File: config.mk
export PLATFORM = sky130hd
export DESIGN_NAME = keyed_wdt
export DESIGN_NICKNAME = d
export VERILOG_FILES = /design/src/rtl/keyed_wdt_pkg.sv /design/src/rtl/wdt_regbus.sv /design/src/rtl/wdt_prescaler.sv /design/src/rtl/wdt_counter.sv /design/src/rtl/keyed_wdt.sv
export SDC_FILE = /design/constraint.sdc
export NUM_CORES = 1
export LEC_CHECK = 0
export ABC_CLOCK_PERIOD_IN_PS = 2400
export CAP_MARGIN = 20
export CORE_MARGIN = 2
export CORE_UTILIZATION = 47
export CTS_CLUSTER_DIAMETER = 30
export DETAILED_ROUTE_END_ITERATION = 8
export PLACE_DENSITY = 0.71
export SYNTH_ARGS = -nofsm -noshare
export SYNTH_HDL_FRONTEND = slang
export SYNTH_SLANG_ARGS = --single-unit
File: constraint.sdc
create_clock -name clk -period 2.4 [get_ports clk]
set_clock_uncertainty 0.15 [all_clocks]
set_input_delay 0.24 -clock clk [delete_from_list [all_inputs] [get_ports clk]]
set_output_delay 0.24 -clock clk [all_outputs]
set_load 0.05 [all_outputs]
File: src/rtl/keyed_wdt_pkg.sv
package keyed_wdt_pkg;
  localparam int          CNT_W   = 8;
  localparam int          SEL_W   = 3;
  localparam logic [7:0]  KEY_CNT = 8'h5A;
  localparam logic [7:0]  KEY_CSR = 8'hA5;

  // packed so that bit7 is run_en and bits2:0 are clk_sel
  typedef struct packed {
    logic             run_en;
    logic             wd_mode;
    logic             rst_type;
    logic             wd_flag;
    logic             iv_flag;
    logic [SEL_W-1:0] clk_sel;
  } ctl_t;
endpackage

File: src/rtl/wdt_regbus.sv
module wdt_regbus
  import keyed_wdt_pkg::*;
#(
  parameter int DW = 16
) (
  input  logic          wr_en,
  input  logic          wr_addr,
  input  logic [DW-1:0] wr_data,
  output logic          cnt_wr,
  output logic          ctl_wr,
  output logic [7:0]    wr_val
);
  localparam int KEY_LO = DW - 8;

  logic [7:0] key;

  always_comb begin
    key    = wr_data[DW-1:KEY_LO];
    wr_val = wr_data[7:0];
    cnt_wr = wr_en && !wr_addr && (key == KEY_CNT);
    ctl_wr = wr_en &&  wr_addr && (key == KEY_CSR);
  end
endmodule

File: src/rtl/wdt_prescaler.sv
module wdt_prescaler #(
  parameter int BASE_SHIFT = 5,
  parameter int SEL_W      = 3
) (
  input  logic             clk,
  input  logic             rst,
  input  logic             run,
  input  logic             clr,
  input  logic [SEL_W-1:0] sel,
  output logic             tick
);
  localparam int NSEL  = 1 << SEL_W;
  localparam int DIV_W = BASE_SHIFT + NSEL - 1;

  logic [DIV_W-1:0] div_q;
  logic [NSEL-1:0]  term;

  for (genvar c = 0; c < NSEL; c++) begin : g_tap
    assign term[c] = &div_q[BASE_SHIFT+c-1:0];
  end

  assign tick = run && term[sel];

  always_ff @(posedge clk) begin
    if (rst || clr)
      div_q <= '0;
    else if (run)
      div_q <= div_q + DIV_W'(1);
  end

  AST_TICK_GAP: assert property (@(posedge clk) disable iff (rst)
    tick |=> !tick);
endmodule

File: src/rtl/wdt_counter.sv
module wdt_counter #(
  parameter int CW = 8
) (
  input  logic          clk,
  input  logic          rst,
  input  logic          load,
  input  logic [CW-1:0] load_val,
  input  logic          tick,
  output logic [CW-1:0] cnt,
  output logic          ovf
);
  logic [CW-1:0] cnt_q;

  assign cnt = cnt_q;
  assign ovf = tick && !load && (cnt_q == '1);

  always_ff @(posedge clk) begin
    if (rst)
      cnt_q <= '0;
    else if (load)
      cnt_q <= load_val;
    else if (tick)
      cnt_q <= cnt_q + CW'(1);
  end

  AST_OVF_WRAP: assert property (@(posedge clk) disable iff (rst)
    ovf |=> (cnt == '0));
endmodule

File: src/rtl/keyed_wdt.sv
module keyed_wdt
  import keyed_wdt_pkg::*;
#(
  parameter int BASE_SHIFT = 5,
  parameter int BUS_W      = 16
) (
  input  logic             clk,
  input  logic             rst,
  input  logic             wr_en,
  input  logic             wr_addr,
  input  logic [BUS_W-1:0] wr_data,
  input  logic             rd_addr,
  output logic [7:0]       rd_data,
  output logic             rst_req,
  output logic             rst_kind,
  output logic             irq
);
  logic             cnt_wr, ctl_wr, tick, ovf;
  logic [7:0]       wr_val;
  logic [CNT_W-1:0] cnt_val;
  ctl_t             ctl_q, ctl_d, wv;

  wdt_regbus #(.DW(BUS_W)) u_bus (
    .wr_en(wr_en), .wr_addr(wr_addr), .wr_data(wr_data),
    .cnt_wr(cnt_wr), .ctl_wr(ctl_wr), .wr_val(wr_val)
  );

  wdt_prescaler #(.BASE_SHIFT(BASE_SHIFT), .SEL_W(SEL_W)) u_pre (
    .clk(clk), .rst(rst), .run(ctl_q.run_en), .clr(cnt_wr),
    .sel(ctl_q.clk_sel), .tick(tick)
  );

  wdt_counter #(.CW(CNT_W)) u_cnt (
    .clk(clk), .rst(rst), .load(cnt_wr), .load_val(wr_val[CNT_W-1:0]),
    .tick(tick), .cnt(cnt_val), .ovf(ovf)
  );

  assign wv = ctl_t'(wr_val);

  always_comb begin
    ctl_d = ctl_q;
    if (ctl_wr) begin
      ctl_d.run_en   = wv.run_en;
      ctl_d.wd_mode  = wv.wd_mode;
      ctl_d.rst_type = wv.rst_type;
      ctl_d.clk_sel  = wv.clk_sel;
      ctl_d.wd_flag  = ctl_q.wd_flag & wv.wd_flag;
      ctl_d.iv_flag  = ctl_q.iv_flag & wv.iv_flag;
    end
    if (ovf) begin
      if (ctl_q.wd_mode) ctl_d.wd_flag = 1'b1;
      else               ctl_d.iv_flag = 1'b1;
    end
  end

  always_ff @(posedge clk) begin
    if (rst) begin
      ctl_q   <= '0;
      irq     <= 1'b0;
      rst_req <= 1'b0;
      rd_data <= '0;
    end else begin
      ctl_q   <= ctl_d;
      irq     <= ctl_d.iv_flag;
      rst_req <= ovf && ctl_q.wd_mode;
      rd_data <= rd_addr ? 8'(ctl_q) : 8'(cnt_val);
    end
  end

  assign rst_kind = ctl_q.rst_type;

  AST_CTL_STABLE: assert property (@(posedge clk) disable iff (rst)
    (!ctl_wr && !ovf) |=> $stable(ctl_q));
  AST_CNT_HOLD: assert property (@(posedge clk) disable iff (rst)
    (!ctl_q.run_en && !cnt_wr) |=> $stable(cnt_val));
  AST_RST_PULSE: assert property (@(posedge clk) disable iff (rst)
    rst_req |=> !rst_req);
  AST_IRQ_SRC: assert property (@(posedge clk) disable iff (rst)
    $rose(irq) |-> $past(ovf && !ctl_q.wd_mode));
  AST_FLAG_NO_SET: assert property (@(posedge clk) disable iff (rst)
    (!ovf && !ctl_q.iv_flag && !ctl_q.wd_flag) |=> (!ctl_q.iv_flag && !ctl_q.wd_flag));
endmodule

==> qor_table.md <==
| Step | Metric | Reported |
|---|---|---|
| synthesis | Number of distinct standard cells referenced by the synthesized netlist | 48 |
| floorplanning | Standard cell core area | 0.00374 mm^2 |
| pwr | Part of the power in registers | 55.1% |
| worst setup path | CP delay by family, top | compound AO/OA/AOI/OAI gates |
| worst setup path | Critical path, cell by cell | ha_1, nand2_4, nor2_1, and3_1, ha_1, a21bo_2, a31oi_2, buf_4, nor3_1, a211o_1 |
| timing | Worst rel slew slack | 67.2% |
| timing | Post-route minimum period | 2.25 ns |
| global route | Vias in the first global route | 1500 |
| clock network | Worst-skew pair later-pin latency | 0.29 ns |
| synthesis | Total of flip-flops plus latches after synthesis | 37 |
| pwr | P per Cell Area | 479 mW/mm^2 |
| clock network | CTS tree | done |
| synthesis | Yosys synthesis warning count | 0 |
| global route | Global-route congestion overflow total | 0 |
| clock network | Cts bufs inserted | 5 |
| placement | GP Congestion | 0.904 |
| placement | Worst slack, placed | 0.118 ns |
| pwr | Relative contribution of the clock network to total power | 37.6% |
| timing | Final Hold Vio Count | 0 |
| drt | Remaining routing DRC violations | 0 |
| layout | Final net count | 275 |
| pwr | Switching Power | 243 uW |
| pwr | Peak VDD IR | 225 uV |
| worst setup path | Arrival time at the worst endpoint | 2.28 ns |
| floorplanning | Num ports | 32 |
| pwr | Logic pwr share | 7.3% |
| worst setup path | Number of buffer and inverter stages on the critical path | 1 |
| synthesis | Post-synth top area cell | sky130_fd_sc_hd__dfxtp_1 |
| synthesis | Leading cell type by number of instances after synthesis | sky130_fd_sc_hd__dfxtp_1 |
| drt | Total number of vias | 1666 |
| drt | Ratio of routed vias to standard cells | 5.59 |
| synthesis | Prevailing post-synth register cell | sky130_fd_sc_hd__dfxtp_1 |
| synthesis | Asr flop ratio synth | 0% |
| clock network | Sinks on Clock Net | 37 |
| status | Outcome | finished, final reports clean |
| pwr | Switching fraction of total power | 21.3% |
| worst setup path | Stage delay of the slowest cell on the critical path | 0.33 ns |
| drt | First-pass iteration count of the detailed router | 4 |
| timing | Setup repair after global routing missed its margin | no |
| global route | Global-route wire length before repair | 7100 um |
| hold path | Hold Crit Class | flip-flop to flip-flop |
| synthesis | Post-Syn Nets | 234 |
| pwr | Int Pwr | 895 uW |
| timing | Final count of negative-setup-slack endpoints | 0 |
| floorplanning | Die Footprint | 0.00447 mm^2 |
| drt | Starting DRC count in detailed routing | 111 |
| placement | Detail Placement HPWL | 3020 um |
| floorplanning | Die span in y | 66.9 um |
| floorplanning | Die Wd | 66.9 um |
| layout | Area added between synthesis and finish | 27.9% |
| clock network | Htree depth | 2 |
| global route | Combined global-route utilization of all metal layers | 20.9% |
| clock network | CTS max path bufs | 2 |
| worst setup path | Setup slack, reg-to-reg | 0.15 ns |
| layout | Footprint of the flip-flops and latches | 741 um^2 |
| hold path | Hold_sp | ctl_q[4] |
| drt | Avg WL per Cell | 13.6 um |
| layout | Multi-input combinational cell area | 0.00107 mm^2 |
| worst setup path | Reg2Reg Capture Point | u_cnt.cnt[2] |
| pwr | Reported leakage power | 0.000976 uW |
| synthesis | Number of instances in the synthesized netlist | 209 |
| worst setup path | Depth of the critical timing path with buffers and inverters included | 10 |
| timing | Final Hold Slack | 0.347 ns |
| layout | Antenna cells | 0 |
| worst setup path | Count of cells along the worst register-to-register path | 10 |
| synthesis | Leading cell types by count after synthesis | 37 x sky130_fd_sc_hd__dfxtp_1, 36 x sky130_fd_sc_hd__nor2_1, 17 x sky130_fd_sc_hd__mux2i_1 |
| clock network | Number of buffers inserted to repair setup after CTS | 0 |
| worst setup path | Worst setup path class | flip-flop to flip-flop |
| worst setup path | Slowest cell on crit path | sky130_fd_sc_hd__dfxtp_1 |
| timing | Least-Margin Pin Slew | 0.491 ns |
| clock network | Clock Root Buffer | sky130_fd_sc_hd__clkbuf_8 |
| layout | Fraction of final layout cells with drive strength greater than 1 | 11.6% |
| placement | Number of buffers added on ports | 31 |
| synthesis | Cell area after synthesis | 0.00186 mm^2 |
| hold path | Instance count along the most critical hold path | 2 |
| global route | Pin count of the biggest net entering global routing | 23 |
| synthesis | Syn_area_per_cell | 8.90 um^2 |
| synthesis | Post-synthesis sequential area ratio | 39.8% |
| worst setup path | Kind of end point of the critical path | flip-flop |
| worst setup path | Critical path startpoint category | flip-flop |
| synthesis | Dominant cells by area after synthesis | sky130_fd_sc_hd__dfxtp_1 40%, sky130_fd_sc_hd__mux2i_1 9.2%, sky130_fd_sc_hd__nor2_1 7.3%, sky130_fd_sc_hd__nand2_1 2.8%, sky130_fd_sc_hd__o211ai_1 2.8% |
| timing | Period Utilization, post-route | 93.9% |
| timing | Setup ws final | 0.147 ns |
| worst setup path | CP required | 2.42 ns |
| drt | Post-route antenna net violation count | 0 |
| layout | Total of fill cells in the finished design | 331 |
| timing | Top achievable clock speed | 0.444 GHz |
| timing | Final Max Slew Viols | 0 |
| drt | Final Routed Wirelength | 4050 um |
| global route | Initial antenna violation count | 0 |
| synthesis | EDFF count, synth | 0 |
| floorplanning | Count of standard-cell rows | 22 |
| worst setup path | Startpoint of the lowest-slack register-to-register path | u_pre.div_q[1] |
| synthesis | Fraction of post-synthesis cell area in the top cell type by area | 39.8% |
| floorplanning | Initial Util | 49.7% |
| worst setup path | Max FO, Critical Path | 7 |
| clock network | Clock transition at path regs | 0.07 ns |
| timing | Final total negative setup slack | 0 ns |
| worst setup path | Worst path most repeated cell | sky130_fd_sc_hd__ha_1 |
| hold path | Hold endpoint | ctl_q[4] |
| run | Number of maximum-capacitance constraint violations | 0 |
-- worst min-delay path, stage by stage, from the launching register on --
cell	delay, ns
sky130_fd_sc_hd__dfxtp_1	0.31
sky130_fd_sc_hd__o211ai_1	0.07
sky130_fd_sc_hd__o41ai_1	0.07
-- kinds of logic after synthesis --
group | after synthesis | share of synthesized area, %
and+or+nand+nor | 97 | 27.6
DFF | 37 | 39.8
AOI/OAI and AO/OA | 31 | 13.1
muxes | 17 | 9.15
buffers and inverters | 14 | 3.43
xor gates and xnor gates | 9 | 4.24
adders and majority gates | 4 | 2.69
-- final cells by class --
class / count / area share (%)
Inverter: 5 / 0.789
Timing Repair Buffer: 43 / 16.8
Clock buffer: 7 / 3.63
Sequential cell: 37 / 31.2
Multi-Input combinational cell: 158 / 45.1
Tap cell: 48 / 2.53
-- power groups by stage --
stage | Clock [uW] | Combinational [uW] | Sequential, uW
after floorplan | 0 | 31.6 | 643
after global placement | 0 | 83.1 | 641
after detailed placement | 0 | 83.4 | 641
after CTS | 441 | 83.6 | 627
after global routing | 476 | 90.2 | 628
final | 428 | 82.9 | 627
-- worst max path at each step --
stage	slack [ns]	startpoint	to
finish	0.15	u_pre.div_q[1]	u_cnt.cnt[2]
global route	0.008	u_pre.div_q[1]	u_cnt.cnt[0]
CTS	0.11	u_pre.div_q[1]	u_cnt.cnt[2]
detailed placement	0.12	u_pre.div_q[1]	u_cnt.cnt[2]
global placement	0.20	u_pre.div_q[1]	u_cnt.cnt[2]
floorplan	0.15	u_pre.div_q[0]	u_cnt.cnt[2]
-- sequential cells by signal, indices dropped and copies added (netlist names) --
register,count
rd_data,8
rst_req,1
u_pre.div_q,12
ctl_q,7
rst_kind,1
u_cnt.cnt,8
-- repair_timing --
| item | CTS | global route |
|---|---|---|
| hold endpoints to repair | 0 | 0 |
| hold buffers | 0 | 0 |
| setup endpoints to repair | 0 | 5 |
| resized for setup | 0 | 3 |
-- routing by layer --
layer	routed length, um	vias up	track usage [%]
met5	0	-	0
met4	79	0	7.91
met3	241	8	5.07
met2	1740	53	30.5
met1	1990	761	29.4
li1	-	844	-
-- cell usage in the layout, fill, tap and decap left out, types with 2 or more instances in the layout --
cell type and count:
sky130_fd_sc_hd__and4_1 2, sky130_fd_sc_hd__o211ai_1 7, sky130_fd_sc_hd__a21oi_1 2, sky130_fd_sc_hd__and3_1 6, sky130_fd_sc_hd__nand4b_1 2, sky130_fd_sc_hd__nor4_1 2, sky130_fd_sc_hd__ha_1 4, sky130_fd_sc_hd__o21ai_0 3
sky130_fd_sc_hd__nand2_1 13, sky130_fd_sc_hd__o2111ai_1 2, sky130_fd_sc_hd__nor4bb_1 3, sky130_fd_sc_hd__or3_1 2, sky130_fd_sc_hd__clkdlybuf4s50_1 31, sky130_fd_sc_hd__nand3_1 9, sky130_fd_sc_hd__mux2i_1 17, sky130_fd_sc_hd__clkbuf_8 6
sky130_fd_sc_hd__nor3_1 4, sky130_fd_sc_hd__nor2b_1 4, sky130_fd_sc_hd__xnor2_1 4, sky130_fd_sc_hd__nor2_1 36, sky130_fd_sc_hd__a211oi_1 2, sky130_fd_sc_hd__inv_1 5, sky130_fd_sc_hd__xor2_1 5, sky130_fd_sc_hd__buf_4 12
sky130_fd_sc_hd__dfxtp_1 37, sky130_fd_sc_hd__nand4_1 5
-- per-stage QoR --
stage / area, um^2 / power, uW / std cells / utilization, %
floorplan: 1860 / 675 / 209 / -
global placement: 2270 / 724 / 291 / 60.8
detailed placement: 2270 / 724 / 291 / 60.8
CTS: 2360 / 1150 / 298 / 63.1
global route: 2380 / 1190 / 298 / 63.5
finish: 2380 / 1140 / 298 / 63.5
No activity file was read; power rests on OpenSTA's default activity.
